[src/rtl/hw_lock_bank.sv]
module hw_lock_bank #(
  parameter int NUM_GATES = 16,
  parameter int NUM_CORES = 2,
  parameter int DATA_W    = 8
) (
  input  logic                         clk,
  input  logic                         rst_n,
  input  logic                         a_mid,
  input  logic [$clog2(NUM_GATES)-1:0] a_addr,
  input  logic                         a_we,
  input  logic [DATA_W-1:0]            a_wdata,
  input  logic                         a_re,
  output logic [DATA_W-1:0]            a_rdata,
  input  logic                         b_mid,
  input  logic [$clog2(NUM_GATES)-1:0] b_addr,
  input  logic                         b_we,
  input  logic [DATA_W-1:0]            b_wdata,
  input  logic                         b_re,
  output logic [DATA_W-1:0]            b_rdata
);
  localparam int AW     = $clog2(NUM_GATES);
  localparam int CODE_W = $clog2(NUM_CORES + 1);

  logic [NUM_GATES-1:0][CODE_W-1:0] gate, gate_nxt;

  for (genvar g = 0; g < NUM_GATES; g++) begin : g_gate
    logic hit_a, hit_b;
    logic [NUM_CORES-1:0] lock_req, rel_req;

    assign hit_a = a_we && (a_addr == AW'(g));
    assign hit_b = b_we && (b_addr == AW'(g));

    for (genvar c = 0; c < NUM_CORES; c++) begin : g_core
      assign lock_req[c] = (hit_a && (a_mid == 1'(c)) && (a_wdata == DATA_W'(c + 1)))
                        || (hit_b && (b_mid == 1'(c)) && (b_wdata == DATA_W'(c + 1)));
      assign rel_req[c]  = (hit_a && (a_mid == 1'(c)) && (a_wdata == '0))
                        || (hit_b && (b_mid == 1'(c)) && (b_wdata == '0));
    end

    always_comb begin
      gate_nxt[g] = gate[g];
      if (gate[g] == '0) begin
        for (int c = NUM_CORES - 1; c >= 0; c--)
          if (lock_req[c]) gate_nxt[g] = CODE_W'(c + 1);
      end else begin
        for (int c = 0; c < NUM_CORES; c++)
          if (gate[g] == CODE_W'(c + 1) && rel_req[c]) gate_nxt[g] = '0;
      end
    end

    assert_legal_R7: assert property (@(posedge clk) disable iff (!rst_n)
      gate[g] <= CODE_W'(NUM_CORES));

    assert_held_R4: assert property (@(posedge clk) disable iff (!rst_n)
      ($past(gate[g]) != '0) |-> (gate[g] == $past(gate[g]) || gate[g] == '0));

    assert_foreign_R5: assert property (@(posedge clk) disable iff (!rst_n)
      (gate[g] == '0 && lock_req == '0) |=> gate[g] == '0);

    assert_prio_R8: assert property (@(posedge clk) disable iff (!rst_n)
      (gate[g] == '0 && lock_req[0]) |=> gate[g] == CODE_W'(1));
  end

  always_ff @(posedge clk) begin
    if (!rst_n) gate <= '0;
    else        gate <= gate_nxt;
  end

  always_ff @(posedge clk) begin
    if (!rst_n) begin
      a_rdata <= '0;
      b_rdata <= '0;
    end else begin
      if (a_re) a_rdata <= DATA_W'(gate[a_addr]);
      if (b_re) b_rdata <= DATA_W'(gate[b_addr]);
    end
  end

  assert_rd_a_R9: assert property (@(posedge clk) disable iff (!rst_n)
    a_re |=> a_rdata == DATA_W'($past(gate[a_addr])));

  assert_rd_b_R9: assert property (@(posedge clk) disable iff (!rst_n)
    b_re |=> b_rdata == DATA_W'($past(gate[b_addr])));

  assert_hold_R9: assert property (@(posedge clk) disable iff (!rst_n)
    !a_re |=> $stable(a_rdata));
endmodule

[config.mk]
export PLATFORM = sky130hd
export DESIGN_NAME = hw_lock_bank
export DESIGN_NICKNAME = d
export VERILOG_FILES = /design/src/rtl/hw_lock_bank.sv
export SDC_FILE = /design/constraint.sdc
export NUM_CORES = 1
export LEC_CHECK = 0
export ABC_CLOCK_PERIOD_IN_PS = 4500
export BUFFER_PORTS_ARGS = -buffer_cell sky130_fd_sc_hd__buf_2
export CORE_MARGIN = 1.5
export CORE_UTILIZATION = 35
export DETAILED_ROUTE_END_ITERATION = 6
export PLACE_DENSITY = 0.6
export SLEW_MARGIN = 10
export SYNTH_ARGS = -nofsm -noshare
export SYNTH_HDL_FRONTEND = slang
export SYNTH_SLANG_ARGS = --single-unit
[constraint.sdc]
create_clock -name clk -period 4.5 [get_ports clk]
set_clock_uncertainty 0.1 [all_clocks]
set_input_delay 0.9 -clock clk [delete_from_list [all_inputs] [get_ports clk]]
set_output_delay 0.9 -clock clk [all_outputs]
set_load 0.02 [all_outputs]
==> results of run 1 <==
[cell usage after synthesis, types with 5 or more instances]
master,number,area (µm²)
o211ai_1,7,52.6
or3_1,12,75.1
mux4_2,16,360
buf_2,9,45.0
nor2_1,53,199
o32ai_1,8,70.1
nand2_1,23,86.3
dfxtp_1,36,721
a22oi_1,43,323
nand3b_1,5,37.5
nand3_1,26,130
clkbuf_1,11,41.3
nor3_1,16,80.1
nand2b_1,6,37.5
buf_4,15,113
a21oi_1,26,130
o21ai_1,23,115
o21ai_0,5,25.0
nor2b_1,7,43.8
[power by group through the flow]
stage               clock (mW)  sequential (mW)  combinational [mW]
floorplan                    0            0.326              0.0720
global placement             0            0.326              0.0992
detailed placement           0            0.326               0.101
CTS                      0.250            0.318               0.101
global route             0.267            0.318               0.111
finish                   0.241            0.318               0.103
[layout by cell type (no fill, tap or decap), types with 5 or more instances in the layout]
master / instances
nand2b_1: 6
or3_1: 12
o211ai_1: 7
nand3_1: 26
nor3_1: 16
o21ai_1: 23
buf_2: 35
nor2_1: 53
nand2_1: 23
a21oi_1: 26
nor2b_1: 7
clkbuf_8: 6
mux4_2: 16
o32ai_1: 8
nand3b_1: 5
conb_1: 12
o21ai_0: 5
dfxtp_1: 36
a22oi_1: 43
[worst min-delay path by stage]
stage	endpoint	slack, ns	cells past startpoint
3_3_place_gp	b_rdata[0]	0.37	2
3_5_place_dp	a_rdata[1]	0.38	2
5_1_grt	b_rdata[0]	0.45	2
6_report	b_rdata[1]	0.39	2
2_1_floorplan	gate[24]	0.37	2
4_1_cts	a_rdata[1]	0.40	2
[routing by layer]
metal	up-vias	global-route usage, %	part of all wire (%)
met4	0	5.71	2.1
li1	1611	-	-
met1	1623	28.3	43
met3	21	2.84	8.0
met2	153	33.3	47
met5	-	0	0
[registers in the layout (all words and copies together) (netlist names)]
name / count
b_rdata: 2
a_rdata: 2
gate: 32
[logic make-up (layout without fill, tap and decap cells)]
family                 count (synthesis)  count (layout)  share of synthesized area (%)
AOI/OAI and AO/OA                    131             131                           27.2
buffers and inverters                 40              49                           6.76
DFF                                   36              36                           22.4
muxes                                 20              20                           12.4
other                                  1              12                          0.116
and+or+nand+nor                      181             181                           31.1
[stage by stage]
| step | total power, mW | util (%) | std cells |
|---|---|---|---|
| after floorplan | 0.398 | - | 420 |
| after global placement | 0.425 | 38.5 | 529 |
| after detailed placement | 0.427 | 38.5 | 529 |
| after CTS | 0.669 | 39.5 | 537 |
| after global routing | 0.697 | 39.5 | 537 |
| final | 0.663 | 39.5 | 537 |
[worst min-delay path: cells and delay by family (launching register included)]
kind             cells  cell delay [ns]
flip-flops           1             0.33
multiplexers         1             0.06
AND/OR/NAND/NOR      1             0.07
[layout make-up]
| cell class | instances | area share [%] |
|---|---|---|
| Multi-Input combinational cell | 344 | 66.8 |
| Sequential cell | 36 | 20.7 |
| Timing Repair Buffer | 38 | 5.68 |
| Clock inverter | 2 | 0.287 |
| Inverter | 3 | 0.323 |
| Clock buffer | 6 | 2.37 |
| Tap cell | 108 | 3.88 |
==> run metrics, run 1 <==
status finished, violations left; failing checks design-rule violations; Filler Cells Inserted 903; Mean Syn Cell Area 7.88 µm²; DRT antenna net count 0; Switch Pwr 0.193 mW; drt via density 6.35; Worst Setup Path Type primary input to register; Worst-path clk slew 0.08 ns; crit end category register; total CTS buffers 5; setup bufs post-CTS 0; Async S/R FF share, synth 0%; IO Pins 48; r2r endpoint a_rdata[0]; area of the multi-input gates 2320 µm²; Num Clock Sinks 36; number of synthesized flops with an enable pin 0; maximum vdd drop 0.0000996 V; die width 98.9 µm; Crit path depth 5; hold_buf cts 0; Clock power frac 36.4%; Core ar. 8810 µm²; number of global-route vias before repair 3,011; Placer Congestion 0.894; nets 460; largest net degree at the start of global routing 34; crit path cell chain buf_2 -> or4_4 -> nor4b_4 -> a22oi_1 -> o311a_1; CTS resizes 0; combinational share of power 15.6%; Detailed Routing Iterations Pass 1 7; flop2flop setup slack 2.75 ns; post-place instance area 3390 µm²; cells on worst reg2reg path 5; Setup WS post-layout 1.56 ns; headroom to the max-slew limit 22.6%; RR Startpoint gate[2]; Leak 1.05 nW; Setup crit end gate[26]; clk_lat worst skew 0.28 ns; Worst-Margin Slew 1.16 ns; Setup Viol. Count Final 0; number of port buffers 35; die area 9790 µm²; Post-Syn Instances 409; CP Launch Type primary input; worst hold path class register to register; critical path arrival 3.02 ns; crit path from a_wdata[5]; Die Y 98.9 µm; Seq cells post-synth 36; gr usage total 20.4%; first-pass GRT wire length 15.7 mm; DP HPWL 7.19 mm; register area share after synthesis 22.4%; sw frac 29.1%; initial antenna violation count 0; CP max FO 15; Max stage delay on crit path 0.89 ns; row count 34; Synth-to-Final Area Change 8.08%; Synth cell types 55; Mapped Area 3220 µm²; Final Slew Violations 0; Layout Cell Area excl Fill 3480 µm²; CTS H-tree lvls 2; final hold vios 0; clk buf depth 2; RSZ-0062 raised after global routing no; cell family with most CP delay simple AND/OR/NAND/NOR gates; min Tclk post-route 2.94 ns; WL/cell 18.5 µm; Root Driver clkbuf_8; FF/Latch Area 721 µm²; worst hold start b_rdata[1]; buffers plus inverters on the worst setup path 1; share of post-route cells with drive strength above 1 16.3%; pwr/cell area 190 nW/µm²; Flop pwr share 48.0%; Total Wirelength 9.96 mm; top_reg_cell synth dfxtp_1; CTS tree yes; Final Cycle Share 65.4%; maxcap violations 0; WP data required 4.58 ns; Setup WS pre-CTS 1.28 ns; Yosys warning total 0; diode count 0; drt drc 3; Overflow after GRT 0; via count 3,408; Int Pwr 0.470 mW; Initial Utilization 36.6%; initial DRC count 245; Hold Slack 0.391 ns; Setup TNS 0 ns; Fmax 340 MHz; slowest CP cell nor4b_4
Note: power is estimated with default switching activity, not from simulation.
==> inputs of run 2 (changes only) <==
--- a/config.mk
+++ b/config.mk
@@ -5,12 +5,12 @@
 export SDC_FILE = /design/constraint.sdc
 export NUM_CORES = 1
 export LEC_CHECK = 0
-export ABC_CLOCK_PERIOD_IN_PS = 4500
+export ABC_CLOCK_PERIOD_IN_PS = 2400
 export BUFFER_PORTS_ARGS = -buffer_cell sky130_fd_sc_hd__buf_2
 export CORE_MARGIN = 1.5
 export CORE_UTILIZATION = 35
 export DETAILED_ROUTE_END_ITERATION = 6
-export PLACE_DENSITY = 0.6
+export PLACE_DENSITY = 0.62
 export SLEW_MARGIN = 10
 export SYNTH_ARGS = -nofsm -noshare
 export SYNTH_HDL_FRONTEND = slang
==> constraint.sdc (replaced) <==
create_clock -name clk -period 2.4 [get_ports clk]
set_clock_uncertainty 0.1 [all_clocks]
set_input_delay 0.48 -clock clk [delete_from_list [all_inputs] [get_ports clk]]
set_output_delay 0.48 -clock clk [all_outputs]
set_load 0.02 [all_outputs]
==> run 2 against run 1 <==
- the run still ends with design-rule violations left
- first-iteration DRC count is 51% higher
- non-clock buffer count is 20 higher
- cell count is 3.5% higher
- global-route usage is 1.4 points higher
- flip-flop and latch count stayed put
- total power is 94% higher
- critical endpoint is now gate[9]
- highest routed layer unchanged
==> run metrics, run 2 (synthesized netlist as in run 1, its figures left out) <==
status finished, violations left; failing checks design-rule violations; WL/cell 18.6 µm; clk buf depth 2; final hold vios 0; Core ar. 8810 µm²; first-pass GRT wire length 17.1 mm; Overflow after GRT 0; Worst-path clk slew 0.07 ns; critical path arrival 2.14 ns; die area 9790 µm²; headroom to the max-slew limit 54.3%; total CTS buffers 5; hold_buf cts 0; Layout Cell Area excl Fill 3700 µm²; cells on worst reg2reg path 5; Worst Setup Path Type primary input to register; gr usage total 21.8%; sw frac 28.3%; nets 480; Setup Viol. Count Final 0; IO Pins 48; RR Startpoint gate[6]; drt drc 3; Final Slew Violations 0; DP HPWL 7.71 mm; CTS tree yes; Switch Pwr 0.363 mW; Worst-Margin Slew 0.685 ns; Most flops, register gate; CP Launch Type primary input; Final Cycle Share 85.2%; Num Clock Sinks 36; min Tclk post-route 2.04 ns; Flop pwr share 46.5%; final std cells w/o fill 556; CP max FO 4; Placer Congestion 0.925; Setup TNS 0 ns; Root Driver clkbuf_8; maxcap violations 0; share of post-route cells with drive strength above 1 19.9%; largest net degree at the start of global routing 22; Total Wirelength 10.4 mm; Die Y 98.9 µm; final total power 1.28 mW; WHS Endpoint b_rdata[0]; Leak 1.16 nW; die width 98.9 µm; placed insts 549; Detailed Routing Iterations Pass 1 7; max FFs per register 32; post-place instance area 3600 µm²; worst hold path class primary input to register; pwr/cell area 347 nW/µm²; diode count 0; most common cell after layout, fill and taps aside nor2_1; worst hold start b_re; row count 34; WP data required 2.49 ns; clk_lat worst skew 0.30 ns; r2r endpoint b_rdata[0]; maximum vdd drop 0.000175 V; end-of-flow core utilization 42.0%; combinational share of power 16.2%; number of port buffers 35; Clock power frac 37.3%; CTS H-tree lvls 2; Fmax 489 MHz; flop2flop setup slack 0.74 ns; number of global-route vias before repair 3,365; Initial Utilization 36.6%; Min-Delay Path Depth 3; setup bufs post-CTS 0; Regs by FF count gate (32), a_rdata (2), b_rdata (2); crit end category register; RSZ-0062 raised after global routing no; Int Pwr 0.921 mW; drt via density 6.39; Synth-to-Final Area Change 14.8%; DRT antenna net count 0; commonest non-fill, non-tap cells in the layout nor2_1, a22oi_1, dfxtp_1, buf_2; initial antenna violation count 0; CTS resizes 0; initial DRC count 370; via count 3,554
## run 2: changes by cell type in the layout (fill, tap and decap cells not counted), sizes merged
cell,delta
buf,+20
clkinv,-2
clkbuf,+1
## run 2: through the flow
| stage | worst slack, ns | hold WS (ns) |
|---|---|---|
| 6_report | 0.355 | 0.361 |
| 5_1_grt | 0.290 | 0.387 |
| 4_1_cts | 0.360 | 0.367 |
| 3_5_place_dp | 0.0533 | 0.381 |
| 3_3_place_gp | 0.0850 | 0.368 |
| 2_1_floorplan | 0.250 | 0.369 |
## run 2: worst max-delay path, cell delays in order
cell	delay, ns
buf_2	0.11
or4_4	0.58
or3b_1	0.46
nor3_1	0.22
a211oi_1	0.07
o211a_1	0.21
## run 2: layer usage
metal	wire length [µm]	GRT usage [%]
met1	4370	29.6
met2	4920	34.9
met3	802	4.33
met4	263	6.81
met5	0	0
## run 2: cell type report
cell class | count | area [µm²]
multi-input cells | 344 | 2320
clock buffers | 7 | 96.3
fillers | 898 | 5110
repair buffers | 58 | 410
well taps | 108 | 135
flip-flops and latches | 36 | 721
inverters | 3 | 11.3
## run 2: worst max path at each step
stage               start  slack (ns)  cells past startpoint  endpoint
2_1_floorplan  b_wdata[3]        0.25                      5  gate[24]
6_report       a_wdata[5]        0.36                      6   gate[9]
5_1_grt        b_wdata[3]        0.29                      6  gate[24]
3_5_place_dp   a_wdata[5]        0.05                      6   gate[9]
4_1_cts        a_wdata[5]        0.36                      6   gate[9]
3_3_place_gp   b_wdata[3]        0.09                      6  gate[24]
## run 2: power groups by stage
stage | sequential, mW | combinational (mW) | clock [mW]
after floorplan | 0.611 | 0.135 | 0
after global placement | 0.611 | 0.202 | 0
after detailed placement | 0.611 | 0.204 | 0
after CTS | 0.597 | 0.205 | 0.483
after global routing | 0.597 | 0.226 | 0.520
final | 0.597 | 0.209 | 0.479
